[config.mk]
export PLATFORM = sky130hd
export DESIGN_NAME = dcf_stream_fill
export DESIGN_NICKNAME = d
export VERILOG_FILES = /design/src/rtl/dcf_pkg.sv /design/src/rtl/dcf_seq.sv /design/src/rtl/dcf_addrgen.sv /design/src/rtl/dcf_extract.sv /design/src/rtl/dcf_stream_fill.sv
export SDC_FILE = /design/constraint.sdc
export NUM_CORES = 1
export LEC_CHECK = 0
export BUFFER_PORTS_ARGS = -buffer_cell sky130_fd_sc_hd__buf_2
export CAP_MARGIN = 5
export CORE_ASPECT_RATIO = 0.5
export CORE_UTILIZATION = 38
export CTS_CLUSTER_DIAMETER = 50
export CTS_CLUSTER_SIZE = 12
export DETAILED_ROUTE_END_ITERATION = 10
export PLACE_DENSITY = 0.78
export SETUP_SLACK_MARGIN = 0.4
export SLEW_MARGIN = 0
export SYNTH_ARGS = -nofsm -noshare
export SYNTH_HDL_FRONTEND = slang
export SYNTH_SLANG_ARGS = --single-unit
[constraint.sdc]
create_clock -name clk -period 1.55 [get_ports clk]
set_input_delay 0.155 -clock clk [delete_from_list [all_inputs] [get_ports clk]]
set_output_delay 0.155 -clock clk [all_outputs]
set_load 0.02 [all_outputs]
[src/rtl/dcf_pkg.sv]
package dcf_pkg;
   typedef enum logic [1:0] {
      SZ_BYTE = 2'd0,
      SZ_HALF = 2'd1,
      SZ_WORD = 2'd2
   } dcf_size_e;

   typedef enum logic [1:0] {
      ST_IDLE  = 2'd0,
      ST_ISSUE = 2'd1,
      ST_WAIT  = 2'd2
   } dcf_state_e;

   localparam int WORD_BYTES = 4;
   localparam int WORD_LSB   = 2;
endpackage

[src/rtl/dcf_seq.sv]
// Fill sequencer: walks word indices, owns the request/response handshake
// and remembers whether another master took the memory between words.
module dcf_seq #(
   parameter int LINE_WORDS = 8,
   localparam int IDX_W = $clog2(LINE_WORDS)
) (
   input  logic             clk,
   input  logic             rst_n,
   input  logic             start,
   input  logic             nofill,
   input  logic             req_ready,
   input  logic             rsp_valid,
   input  logic             other_grant,
   output logic             in_issue,
   output logic             in_wait,
   output logic [IDX_W-1:0] idx,
   output logic             last_word,
   output logic             seq_hint
);
   import dcf_pkg::*;

   localparam logic [IDX_W-1:0] LAST_IDX = IDX_W'(LINE_WORDS - 1);

   dcf_state_e       state_q;
   logic [IDX_W-1:0] idx_q;
   logic             foreign_q;

   always_ff @(posedge clk) begin
      if (!rst_n) begin
         state_q   <= ST_IDLE;
         idx_q     <= '0;
         foreign_q <= 1'b0;
      end else begin
         unique case (state_q)
            ST_IDLE: begin
               if (start) begin
                  state_q   <= ST_ISSUE;
                  idx_q     <= '0;
                  foreign_q <= 1'b0;
               end
            end
            ST_ISSUE: begin
               if (req_ready) begin
                  state_q   <= ST_WAIT;
                  foreign_q <= 1'b0;
               end else begin
                  foreign_q <= foreign_q | other_grant;
               end
            end
            ST_WAIT: begin
               foreign_q <= foreign_q | other_grant;
               if (rsp_valid) begin
                  if (nofill || idx_q == LAST_IDX) begin
                     state_q <= ST_IDLE;
                  end else begin
                     state_q <= ST_ISSUE;
                     idx_q   <= idx_q + 1'b1;
                  end
               end
            end
            default: state_q <= ST_IDLE;
         endcase
      end
   end

   assign in_issue  = (state_q == ST_ISSUE);
   assign in_wait   = (state_q == ST_WAIT);
   assign idx       = idx_q;
   assign last_word = (idx_q == LAST_IDX);
   assign seq_hint  = (idx_q != '0) && !foreign_q && !nofill;
endmodule

[src/rtl/dcf_addrgen.sv]
// Request address and tag entry formation.
module dcf_addrgen #(
   parameter int ADDR_W     = 32,
   parameter int SET_W      = 5,
   parameter int LINE_WORDS = 8,
   localparam int IDX_W     = $clog2(LINE_WORDS),
   localparam int LINE_LSB  = IDX_W + 2,
   localparam int TAG_W     = ADDR_W - LINE_LSB + SET_W + 1
) (
   input  logic [ADDR_W-1:2]  word_addr,
   input  logic [IDX_W-1:0]   idx,
   input  logic               nofill,
   input  logic [SET_W-1:0]   set,
   output logic [ADDR_W-1:0]  req_addr,
   output logic [TAG_W-1:0]   tag_entry
);
   logic [ADDR_W-1:0] fill_addr;
   logic [ADDR_W-1:0] single_addr;

   assign fill_addr   = {word_addr[ADDR_W-1:LINE_LSB], idx, 2'b00};
   assign single_addr = {word_addr, 2'b00};
   assign req_addr    = nofill ? single_addr : fill_addr;
   assign tag_entry   = {word_addr[ADDR_W-1:LINE_LSB], set, 1'b1};
endmodule

[src/rtl/dcf_extract.sv]
// Load result extraction: byte, halfword or word, zero-extended.
module dcf_extract #(
   parameter int DATA_W = 32,
   localparam int NB    = DATA_W / 8,
   localparam int NH    = DATA_W / 16,
   localparam int OFF_W = $clog2(NB)
) (
   input  logic [DATA_W-1:0] word,
   input  logic [OFF_W-1:0]  off,
   input  logic [1:0]        size,
   output logic [DATA_W-1:0] result
);
   import dcf_pkg::*;

   logic [7:0]  byte_lane [NB];
   logic [15:0] half_lane [NH];

   for (genvar b = 0; b < NB; b++) begin : g_byte
      assign byte_lane[b] = word[8*b +: 8];
   end
   for (genvar h = 0; h < NH; h++) begin : g_half
      assign half_lane[h] = word[16*h +: 16];
   end

   always_comb begin
      unique case (dcf_size_e'(size))
         SZ_BYTE: result = DATA_W'(byte_lane[off]);
         SZ_HALF: result = DATA_W'(half_lane[off[OFF_W-1:1]]);
         default: result = word;
      endcase
   end
endmodule

[src/rtl/dcf_stream_fill.sv]
module dcf_stream_fill #(
   parameter int ADDR_W     = 32,
   parameter int DATA_W     = 32,
   parameter int SET_W      = 5,
   parameter int WAY_W      = 2,
   parameter int LINE_WORDS = 8,
   localparam int IDX_W     = $clog2(LINE_WORDS),
   localparam int LINE_LSB  = IDX_W + 2,
   localparam int TAG_W     = ADDR_W - LINE_LSB + SET_W + 1
) (
   input  logic              clk,
   input  logic              rst_n,
   input  logic              miss_valid,
   input  logic [ADDR_W-1:0] miss_addr,
   input  logic [SET_W-1:0]  miss_set,
   input  logic [WAY_W-1:0]  miss_way,
   input  logic [1:0]        miss_size,
   input  logic              cfg_nofill,
   input  logic              cfg_nostream,
   output logic              busy,
   output logic              mem_req_valid,
   input  logic              mem_req_ready,
   output logic [ADDR_W-1:0] mem_req_addr,
   output logic              mem_req_seq,
   input  logic              mem_rsp_valid,
   input  logic [DATA_W-1:0] mem_rsp_data,
   input  logic              mem_other_grant,
   output logic              cd_we,
   output logic [SET_W-1:0]  cd_set,
   output logic [WAY_W-1:0]  cd_way,
   output logic [IDX_W-1:0]  cd_word,
   output logic [DATA_W-1:0] cd_wdata,
   output logic              tag_we,
   output logic [SET_W-1:0]  tag_set,
   output logic [WAY_W-1:0]  tag_way,
   output logic [TAG_W-1:0]  tag_wdata,
   output logic              ld_valid,
   output logic [DATA_W-1:0] ld_data
);
   localparam int OFF_W = $clog2(DATA_W / 8);

   if (DATA_W != 32) begin : g_bad_data_w
      $error("dcf_stream_fill: DATA_W must be 32");
   end
   if (LINE_WORDS < 2 || (LINE_WORDS & (LINE_WORDS - 1)) != 0) begin : g_bad_line
      $error("dcf_stream_fill: LINE_WORDS must be a power of two >= 2");
   end
   if (ADDR_W <= LINE_LSB) begin : g_bad_addr_w
      $error("dcf_stream_fill: ADDR_W too small for the line size");
   end

   // captured miss
   logic [ADDR_W-1:0] addr_q;
   logic [SET_W-1:0]  set_q;
   logic [WAY_W-1:0]  way_q;
   logic [1:0]        size_q;
   logic              nofill_q;
   logic [IDX_W-1:0]  rel_q;

   logic              start;
   logic              in_issue, in_wait, last_word, seq_hint;
   logic [IDX_W-1:0]  idx;
   logic              rsp_take;

   assign start = miss_valid && !busy;

   always_ff @(posedge clk) begin
      if (!rst_n) begin
         addr_q   <= '0;
         set_q    <= '0;
         way_q    <= '0;
         size_q   <= '0;
         nofill_q <= 1'b0;
         rel_q    <= '0;
      end else if (start) begin
         addr_q   <= miss_addr;
         set_q    <= miss_set;
         way_q    <= miss_way;
         size_q   <= miss_size;
         nofill_q <= cfg_nofill;
         rel_q    <= cfg_nostream ? IDX_W'(LINE_WORDS - 1) : miss_addr[LINE_LSB-1:2];
      end
   end

   dcf_seq #(.LINE_WORDS(LINE_WORDS)) u_seq (
      .clk        (clk),
      .rst_n      (rst_n),
      .start      (start),
      .nofill     (nofill_q),
      .req_ready  (mem_req_ready),
      .rsp_valid  (mem_rsp_valid),
      .other_grant(mem_other_grant),
      .in_issue   (in_issue),
      .in_wait    (in_wait),
      .idx        (idx),
      .last_word  (last_word),
      .seq_hint   (seq_hint)
   );

   dcf_addrgen #(
      .ADDR_W    (ADDR_W),
      .SET_W     (SET_W),
      .LINE_WORDS(LINE_WORDS)
   ) u_addr (
      .word_addr(addr_q[ADDR_W-1:2]),
      .idx      (idx),
      .nofill   (nofill_q),
      .set      (set_q),
      .req_addr (mem_req_addr),
      .tag_entry(tag_wdata)
   );

   dcf_extract #(.DATA_W(DATA_W)) u_ext (
      .word  (mem_rsp_data),
      .off   (addr_q[OFF_W-1:0]),
      .size  (size_q),
      .result(ld_data)
   );

   assign busy          = in_issue || in_wait;
   assign mem_req_valid = in_issue;
   assign mem_req_seq   = seq_hint;
   assign rsp_take      = in_wait && mem_rsp_valid;

   assign cd_we    = rsp_take && !nofill_q;
   assign cd_set   = set_q;
   assign cd_way   = way_q;
   assign cd_word  = idx;
   assign cd_wdata = mem_rsp_data;

   assign tag_we  = cd_we && last_word;
   assign tag_set = set_q;
   assign tag_way = way_q;

   assign ld_valid = rsp_take && (nofill_q || idx == rel_q);
endmodule

# == After elaboration in Yosys (flattened, before gate mapping) ==
# Index checks and enable logic that the tools add are counted.
# Widths: inputs -> output; s select.
# word_totals
word_cells,66
output_inout_bits,152
regBits,51
in_bits,81
# op_classes
reduce_logical,21
add_sub_neg,1
magnitude_cmp,2
eq_ne,9
bitwise,3
n_mux,21
# op_table
cell,n
$pmux 32 s2,1
$mux 16,3
$bmux 8 s2,1
$mux 8,2
$mux 3,4
$ne 2x2->1 const B,4
$logic_and 1x1->1,7
$mux 2,3
$pmux 2 s3,1
$pmux 3 s2,1
$reduce_bool 3->1,2
$mux 5,1
$eq 2x1->1 const B,2
$logic_not 2->1,2
$reduce_and 4->1,1
$add 3x1->3 const B,1
$eq 3x3->1,1
$eq 3x3->1 const B,1
$ge 3x3->1 const B,1
$logic_not 1->1,3
$logic_or 1x1->1,3
$mux 1,3
$not 2->3,1
$pmux 1 s3,1
other kinds (7),7

# == Depth between registers and ports, before layout ==
# Gate-level depths: netlist of the first run.
# logic_depth
depth_word,6
depth_mapped,7
mapped_depth_nobuf,6

# == By module ==
# A second synthesis of the first run with hierarchy kept.
# hier_totals
cells_unflattened,420
area_unflattened_um2,3505.9
# modules_own_cells
module,instances,seq_area_each_um2,cells_per_inst,area_per_inst_um2
dcf_stream_fill,1,900.9,243,2053.2
dcf_extract,1,0.0,68,518.0
dcf_addrgen,1,0.0,67,506.7
dcf_seq,1,120.1,42,427.9

# == Worst setup path after synthesis of the first run ==
# No wires, ideal clock.
# synth_timing
kind,register -> register
startpoint,reg u_seq.state_q[1]
endpoint,reg nofill_q
synth_period_minus_slack_ns,1.789
setup_slack_ns,-0.239
arrival_time_ns,1.718
setup_time_ns,0.070
required_ns,1.480
path_buffers,2
stages_incl_launch_ff,8
cell_sequence,dfxtp_1 -> inv_1 -> ha_1 -> nand2b_1 -> buf_2 -> buf_1 -> nand2_1 -> a21oi_1
# synth_via
elab_chain_len,4
word_cells_on_any_way,5
classes_between,2 x eq/ne; 3 x reduce/logical
# synth_rtl
element,line,source
from (decl),dcf_seq.sv:24,dcf_state_e state_q;
from (signal assigned),dcf_seq.sv:30,state_q <= ST_IDLE;
from (signal assigned),dcf_seq.sv:37,state_q <= ST_ISSUE;
from (signal assigned),dcf_seq.sv:44,state_q <= ST_WAIT;
$eq 2x1->1 / $eq 2x2->1 (equally long branches),"dcf_seq.sv:66, dcf_seq.sv:67",
$logic_or 1x1->1 *,dcf_stream_fill.sv:120,assign busy = in_issue || in_wait;
named net busy,dcf_stream_fill.sv:20,"output logic busy,"
$logic_not 1->1 *,dcf_stream_fill.sv:65,assign start = miss_valid && !busy;
$logic_and 1x1->1 *,dcf_stream_fill.sv:65,
to (signal assigned),dcf_stream_fill.sv:80,nofill_q <= cfg_nofill;
to (decl),dcf_stream_fill.sv:57,logic nofill_q;
# Mark *: on every way through the listed nets, which the timed path passes. The rest lies on a longest branch.
# A chain may end at the register's enable or synchronous reset.

# == Worst setup path after layout of the first run ==
# layout_timing
startpoint,reg u_seq.idx_q[1] (netlist: u_seq.idx[1])
endpoint,reg u_seq.idx_q[1] (netlist: u_seq.idx[1])
# layout_via
elab_chain_len,4
word_cells_on_any_way,8
classes_between,1 x add/sub; 2 x eq/ne; 3 x mux; 2 x reduce/logical
# layout_rtl
element,line,source
from (decl),dcf_seq.sv:25,logic [IDX_W-1:0] idx_q;
from (signal assigned),dcf_seq.sv:57,idx_q <= idx_q + 1'b1;
$add 3x1->3 / $eq 3x3->1 (equally long branches),"dcf_seq.sv:57, dcf_seq.sv:53",
$mux 3 / $logic_or 1x1->1 (equally long branches),dcf_seq.sv:53,if (nofill || idx_q == LAST_IDX) begin
$mux 3 / $ne 2x2->1 (equally long branches),-,
$pmux 3 s2 / $reduce_and 4->1 (equally long branches),-,
# Several ways; a longest one is shown, not always the timed one. The select of a mux whose other input is x is not followed.

==> results.ini, run 1 <==
[global_route]
use_met3_pct=2.628
met2_usage_pct=46.86
grt_usage_pct=22.86
antenna_found_initial=1
grt_pass1_wl_mm=16.41
grt_max_degree=29
top_usage_layer=met2
grt_use_met1_pct=25.18
grt_pass1_vias=3417
grt.overflow.total=0

[power]
vdd_ir_drop_max_v=0.001257
seqPwrFrac_pct=21.4
internal-power_uw=4859
p_leak_uw=0.002936
power.switching_uw=3481
combPwrFrac_pct=65.9
swShare_pct=41.74
pwr-share-clk_pct=12.7
total_power_uw=8340
p_per_area_nw_per_um2=1360

[critical_path]
worstReg2RegStart=u_seq.idx[1]
setup.worst_path.start=u_seq.idx[1]
required_ns=1.73
path_class=reg -> reg
cp-start-kind=register
endpoint_kind=register
cp.arrival_ns=1.93
cp_max_fo=6
r2r_slack_ns=-0.20

[clock_tree]
clkSinkCount=51
cts-buffers-inserted=5
clockBufferDepth=2
cts_tree=built
insertion_delay_ns=0.28
clk_pin_slew_worst_paths_ns=0.07
htreeDepth=2
cts_root_buf=clkbuf_16
cts_hold_buffers=0

[cells_and_area]
drive_gt1_share_pct=80.70
multiInputGateArea_um2=2364
final_common_cell=buf_2
final_cell_mix=buf_2 (186), buf_6 (80), nand2_1 (53), a21oi_2 (47), dfxtp_1 (41)
fin_nets=720
area_growth_pct=87.38
stdcell_count=745
regArea_um2=1049
final_core_util_pct=75.02
num-fill-cells=508

[detailed_routing]
drt_pre_antenna_iters=4
routed_wl_mm=12.15
drc=0
drtIter0Drc=109
num_vias=3628
via_per_inst=4.870
drtAntennaViolNets=0
routedWlPerCell_um=16.31

[floorplan]
core_area_um2=8173
initial_core_util_pct=40.03
row_count=23
io_pins=233
die_y_um=67.62
die_w_um=133.2
dieArea_um2=9008

[yosys]
synth_edf_count=0
async_reset_ff_share_pct=0
synth_ff_type=dfxtp_1
netlist_area_um2=3272
yosys_warnings=0
synth_seq_cells=51
synth_cell_type_count=30
syn_inst=444
ys_seq_area_share_pct=31.20
avgSynthCellArea_um2=7.369

[status]
failed_checks=setup timing
outcome=complete, but fails checks

[run]
max_cap_violations=0

[place]
portBuffers=229
place_inst=689
gp_congestion=0.9101
hpwl_mm=7.139

[timing]
rsz0062_at_grt=yes
hold_viol_final=0
worst_slack_ns=-0.2029
setup_viol=54
fmax_mhz=570.5
fin_crit_sh_pct=113.1
fin_skew_ns=0.004261
drv_slew=0
period_needed_ns=1.753

[hold_path]
min_from=miss_set[3]
hp-class=in -> reg

stage by stage:
step                worst slack [ns]  hold slack, ns  area [um2]  setup TNS, ns
floorplan                    -0.1281          0.2873        3593        -0.3808
global placement             -0.1326          0.4029        4165        -0.3849
detailed placement           -0.2168          0.4060        4165        -0.5605
CTS                          -0.1719          0.1047        5502         -2.636
global route                 -0.2858          0.1025        6131         -7.635
finish                       -0.2029          0.1073        6131         -4.439
cell usage after synthesis, types with 5 or more instances:
cell type  instances  area, um2
nor3_1             6      30.03
o21ai_0           20      100.1
clkbuf_1          16      60.06
inv_1              7      26.28
buf_4            101      758.2
and2_1            17      106.4
nor2b_1           12      75.07
a21oi_1           51      255.2
ha_1               7      87.58
dfxtp_1           51       1021
mux2i_1            6      60.06
nor2_1             5      18.77
nand2_1          108      405.4
registers in the layout (all words and copies together), names as in the netlist:
| name | flops |
|---|---|
| u_seq.foreign_q | 1 |
| size_q | 2 |
| u_seq.state_q | 2 |
| rel_q | 3 |
| cd_way | 2 |
| nofill_q | 1 |
| addr_q | 32 |
| u_seq.idx | 3 |
| cd_set | 5 |
final timing paths:
kind / cells past startpoint / end
worst max-delay path: 6 / u_seq.idx[1]
worst min-delay path: 3 / cd_set[3]
worst max register to register: 6 / u_seq.idx[1]
worst min register to register: 2 / addr_q[0]
critical path, cell delays in order (launching register included):
cell and delay [ns]:
dfxtp_4 0.35, ha_4 0.16, ha_4 0.15, or3b_4 0.38, a221oi_4 0.36, nand4_1 0.16, o31ai_2 0.09
final cells by class:
cell class                      count  area share [%]
Multi-Input combinational cell    262           38.55
Sequential cell                    51           17.10
Tap cell                          112           2.286
Antenna cell                        1         0.04082
Clock buffer                        5           2.041
Clock inverter                      2          0.2245
Timing Repair Buffer              304           38.98
Inverter                            8          0.7755
what timing repair did:
action,CTS,global route
pin swaps,61,42
cloned,7,2
resized for setup,251,108
setup endpoints to repair,92,94
setup buffers,24,15
routing by layer:
| metal | up-vias | part of all wire [%] |
|---|---|---|
| met3 | 24 | 3.3 |
| met2 | 113 | 56 |
| li1 | 1717 | - |
| met4 | 0 | 2.4 |
| met5 | - | 0 |
| met1 | 1774 | 39 |
power groups by stage:
stage               Combinational (uW)  Sequential (uW)  Clock, uW
floorplan                         2660             1780          0
global placement                  3100             1750          0
detailed placement                3150             1770          0
CTS                               4620             1770       1070
global route                      5780             1810       1130
finish                            5500             1790       1060
cell families after synthesis:
group,share of synthesized area (%)
adder cells (fa/ha/maj),2.677
AND/OR/NAND/NOR,21.34
other,0.2295
flip-flops,31.20
buffers and inverters,26.85
multiplexers,2.524
AO/OA/AOI/OAI,14.38
XOR/XNOR,0.8032
(Power assumes the default switching activity.)
==> run 2: changes to the inputs <==
--- a/config.mk
+++ b/config.mk
@@ -5,7 +5,7 @@
 export SDC_FILE = /design/constraint.sdc
 export NUM_CORES = 1
 export LEC_CHECK = 0
-export BUFFER_PORTS_ARGS = -buffer_cell sky130_fd_sc_hd__buf_2
+export BUFFER_PORTS_ARGS = -buffer_cell sky130_fd_sc_hd__buf_4
 export CAP_MARGIN = 5
 export CORE_ASPECT_RATIO = 0.5
 export CORE_UTILIZATION = 38
==> results.ini, run 2 (synthesized netlist as in run 1, its figures left out) <==
[status]
outcome=complete, but fails checks
failed_checks=setup timing

[floorplan]
row_count=23
core_area_um2=8173
dieArea_um2=9008
die_w_um=133.2
initial_core_util_pct=40.03
io_pins=233
die_y_um=67.62

[global_route]
use_met3_pct=3.003
top_usage_layer=met2
grt_pass1_vias=3453
grt_use_met1_pct=27.53
grt_max_degree=42
grt.overflow.total=0
grt_usage_pct=24.69
antenna_found_initial=0
met2_usage_pct=49.93
grt_pass1_wl_mm=17.37

[timing]
drv_slew=0
worst_slack_ns=-0.2724
fmax_mhz=548.7
rsz0062_at_grt=yes
hold_viol_final=0
setup_viol=62
period_needed_ns=1.822
hold_ws_ns=0.1160
fin_crit_sh_pct=117.6
fin_skew_ns=0.002468
worstMarginPinSlew_ns=0.6946
slew_headroom_pct=53.69
setup-tns-final_ns=-7.758

[cells_and_area]
area_growth_pct=104.6
drive_gt1_share_pct=79.72
largest_register_ff_count=32
final_core_util_pct=81.90
final_common_cell=buf_4
top_register=addr_q
final_cell_mix=buf_4 (203), buf_6 (78), nand2_1 (59), a21oi_2 (44), dfxtp_1 (41)
stdcell_count=748
fin_nets=724
diodes=0

[power]
p_per_area_nw_per_um2=1326
p_leak_uw=0.003082
vdd_ir_drop_max_v=0.001122

[detailed_routing]
drt_pre_antenna_iters=4
num_vias=3730
routed_wl_mm=13.43
drc=0
routedWlPerCell_um=17.95
via_per_inst=4.987
drtAntennaViolNets=0
drtIter0Drc=140

[critical_path]
path_class=reg -> reg
cp.arrival_ns=2.00
r2r_slack_ns=-0.27
cp_max_fo=6
cp-start-kind=register
required_ns=1.73
endpoint_kind=register

[clock_tree]
cts_root_buf=clkbuf_16
insertion_delay_ns=0.28
clk_pin_slew_worst_paths_ns=0.07
clkSinkCount=51
clockBufferDepth=2
htreeDepth=2
cts_hold_buffers=0
cts-buffers-inserted=5
cts_tree=built

[run]
max_cap_violations=0

[hold_path]
hp-class=in -> reg

[place]
place_inst=686
hpwl_mm=7.439
gp_congestion=0.8745
portBuffers=229

-- run 2: cell count changes in the layout (fill, tap and decap cells not counted), moves of 3 or more --
cell and change:
o21ai_4 -3, nand2_1 +6, a21oi_1 +4, a21oi_2 -3
buf_4 +184, buf_12 +7, buf_2 -185, nand2_2 -4
o21ai_2 +3
-- run 2: what timing repair did --
item,4_1_cts,5_1_grt
endpoints found under the hold margin,0,0
endpoints found under the setup margin,92,94
pin swaps,55,35
cloned,12,1
gates resized for setup,214,92
setup buffers,29,13
-- run 2: per-stage QoR --
step / area, um2 / setup slack, ns / total power, uW
after floorplan: 3593 / -0.1281 / 4434
after global placement: 4716 / -0.1355 / 5234
after detailed placement: 4716 / -0.1891 / 5296
after CTS: 6157 / -0.1514 / 8138
after global routing: 6694 / -0.3380 / 9243
final: 6694 / -0.2724 / 8877
-- run 2: cell type report --
| class | count | area (um2) |
|---|---|---|
| Clock buffer | 7 | 153.9 |
| Fill cell | 471 | 1479 |
| Inverter | 8 | 42.54 |
| Multi-Input combinational cell | 262 | 2333 |
| Sequential cell | 51 | 1046 |
| Tap cell | 112 | 140.1 |
| Timing Repair Buffer | 308 | 2978 |
-- run 2: per-layer routing --
layer  vias up  part of all wire [%]
met5         -                     0
met4         0                   3.1
met3        38                   5.1
met2       170                    55
met1      1800                    37
li1       1722                     -
-- run 2: path summary, 6_finish.rpt --
check | depth (start not counted) | start | end
setup / recovery | 6 | u_seq.idx[1] | u_seq.idx[2]
hold reg to reg | 2 | addr_q[0] | addr_q[0]
hold / removal | 3 | miss_addr[1] | addr_q[1]
setup reg to reg | 6 | u_seq.idx[1] | u_seq.idx[2]
-- run 2: report_power, final --
part	internal, uW	switching (uW)
logic	3060	2830
clock network	689	472
registers	1560	260
total	5310	3560
-- run 2: critical path, stage by stage (launching register included) --
cell	delay, ns
dfxtp_4	0.35
ha_4	0.16
ha_4	0.15
or3b_4	0.39
a221oi_4	0.37
nand4_1	0.19
o31ai_2	0.11
==> run 3: changes to the inputs <==
--- a/config.mk
+++ b/config.mk
@@ -5,6 +5,7 @@
 export SDC_FILE = /design/constraint.sdc
 export NUM_CORES = 1
 export LEC_CHECK = 0
+export ABC_AREA = 1
 export BUFFER_PORTS_ARGS = -buffer_cell sky130_fd_sc_hd__buf_4
 export CAP_MARGIN = 5
 export CORE_ASPECT_RATIO = 0.5
@@ -12,7 +13,7 @@
 export CTS_CLUSTER_DIAMETER = 50
 export CTS_CLUSTER_SIZE = 12
 export DETAILED_ROUTE_END_ITERATION = 10
-export PLACE_DENSITY = 0.78
+export PLACE_DENSITY = 0.77
 export SETUP_SLACK_MARGIN = 0.4
 export SLEW_MARGIN = 0
 export SYNTH_ARGS = -nofsm -noshare
==> results.ini, run 3 <==
[status]
outcome=complete, but fails checks
failed_checks=setup timing

[yosys]
synth_ff_type=dfxtp_1
avgSynthCellArea_um2=6.836
async_reset_ff_share_pct=0
ys_seq_area_share_pct=30.11
netlist_area_um2=3391
yosys_warnings=0
synth_edf_count=0
syn_inst=496
ys_top_cells_by_area=dfxtp_1 (30%), buf_4 (23%), o21ai_0 (9.7%), nor2_1 (9.3%), nand2_1 (7.3%)
synth_seq_cells=51
synth_cell_type_count=29
synth.most_common_cell=buf_4
yosysTopAreaCell=dfxtp_1
synth.top_cell.area_share_pct=30.11
synth_commonest_cells=buf_4 (102), nor2_1 (84), nand2_1 (66), o21ai_0 (66), dfxtp_1 (51)

[detailed_routing]
drt_pre_antenna_iters=5
drtAntennaViolNets=0
routed_wl_mm=13.30
via_per_inst=4.929
num_vias=3889
routedWlPerCell_um=16.86
drtIter0Drc=128
drc=0

[floorplan]
die_w_um=135.6
row_count=23
io_pins=233
die_y_um=68.80
dieArea_um2=9328
initial_core_util_pct=40.77
core_area_um2=8317

[timing]
drv_slew=0
fin_crit_sh_pct=103.3
worstMarginPinSlew_ns=0.6700
fin_skew_ns=0.006353
worst_slack_ns=-0.05060
setup_viol=3
rsz0062_at_grt=yes
setup-tns-final_ns=-0.09135
period_needed_ns=1.601
slew_headroom_pct=55.33
hold_viol_final=0
fmax_mhz=624.8

[cells_and_area]
largest_register_ff_count=32
final_core_util_pct=76.32
stdcell_count=789
diodes=0
fin_nets=764
num-fill-cells=518
top_register=addr_q
stdcell_area_um2=6347
final_cell_mix=buf_4 (224), nand2_1 (48), buf_6 (43), dfxtp_1 (41), nor2_1 (39)
area_growth_pct=87.20
final_common_cell=buf_4
drive_gt1_share_pct=69.28

[clock_tree]
cts_hold_buffers=0
clk_pin_slew_worst_paths_ns=0.07
cts_tree=built
htreeDepth=2
insertion_delay_ns=0.29
clkSinkCount=51
cts-buffers-inserted=5
cts_root_buf=clkbuf_16
clockBufferDepth=2

[power]
p_leak_uw=0.003111
vdd_ir_drop_max_v=0.001107
p_per_area_nw_per_um2=1941

[hold_path]
min_from=miss_addr[29]
holdPathEnd=addr_q[29]
min_path_cells=3
hp-class=in -> reg

[global_route]
grt_usage_pct=23.39
grt_max_degree=50
grt_pass1_wl_mm=17.11
grt_pass1_vias=3426
grt.overflow.total=0
antenna_found_initial=0

[critical_path]
ff2ff_path_depth=9
worstReg2RegStart=u_seq.state_q[1]
critPathTopFamily=simple AND/OR/NAND/NOR gates
slowest_stage=dfxtp_2
endpoint_kind=register
cp.arrival_ns=1.81
path_class=reg -> reg
critical_path.cell_chain=inv_4 -> ha_4 -> inv_8 -> nand2_8 -> a21oi_4 -> nand2_2 -> nand2_2 -> nand2_1 -> nor2_1
r2r_end=u_seq.idx[0]
path_buf_inv=2
cp-start-kind=register
path_common_cell=nand2_2
critPathMaxStageDelay_ns=0.36
r2r_slack_ns=-0.05
required_ns=1.76
cp_max_fo=6

[place]
portBuffers=229
gp_congestion=0.8442
place_area_um2=4508
pre_cts_ws_ns=0.09303
hpwl_mm=7.311
place_inst=725

[run]
max_cap_violations=0

[run 3: cell families after synthesis]
logic type                 synth area share (%)
adders and majority gates                 2.583
and+or+nand+nor                           22.36
xor gates and xnor gates                 0.7750
DFF                                       30.11
buffers and inverters                     31.07
other                                    0.2215
AOI/OAI and AO/OA                         12.88
[run 3: layout make-up]
class	count	area [um2]	area share (%)
Timing Repair Buffer	292	2701	42.56
Multi-Input combinational cell	280	2095	33.00
Sequential cell	51	1051	16.56
Inverter	45	203.9	3.213
Tap cell	112	140.1	2.208
Clock buffer	6	128.9	2.030
Timing Repair inverter	1	16.27	0.2563
Clock inverter	2	11.26	0.1774
[run 3: worst reg2reg max path: cells and delay by family (launching register included)]
kind                       cells  cell delay [ns]
AOI/OAI and AO/OA              1             0.29
adders and majority gates      1             0.26
buffers and inverters          2             0.12
DFF                            1             0.36
and+or+nand+nor                5             0.49
[run 3: repair_timing]
action / 4_1_cts / 5_1_grt
buffers inserted: 30 / 16
pin swaps: 54 / 34
setup endpoints to repair: 92 / 92
hold endpoints to repair: 0 / 0
cloned: 10 / 0
resized for setup: 205 / 120
[run 3: report_power, final]
group | switching [uW] | internal, uW | leakage, uW | total [uW]
clock | 499 | 599 | 0.0000712 | 1100
combinational | 4500 | 4260 | 0.00261 | 8760
sequential | 665 | 1790 | 0.000428 | 2460
[run 3: worst max-delay path by stage]
stage	startpoint	depth (start not counted)	to
finish	u_seq.state_q[1]	9	u_seq.idx[0]
global route	u_seq.state_q[1]	9	u_seq.idx[0]
CTS	size_q[0]	7	ld_data[7]
detailed placement	u_seq.state_q[1]	8	addr_q[6]
global placement	u_seq.state_q[1]	9	u_seq.state_q[0]
floorplan	u_seq.idx[0]	8	u_seq.idx[0]
[run 3: through the flow]
stage	hold slack, ns	power (uW)
after floorplan	0.3028	6244
after global placement	0.4013	7472
after detailed placement	0.4140	7568
after CTS	0.09595	10920
after global routing	0.1093	12900
final	0.09001	12320
[run 3: metal layers]
layer	global-route usage (%)	routed length (um)	vias up
met5	0	0	-
met4	6.601	428	0
met3	2.851	874	39
met2	46.36	7047	195
met1	27.02	4952	1838
li1	-	-	1817
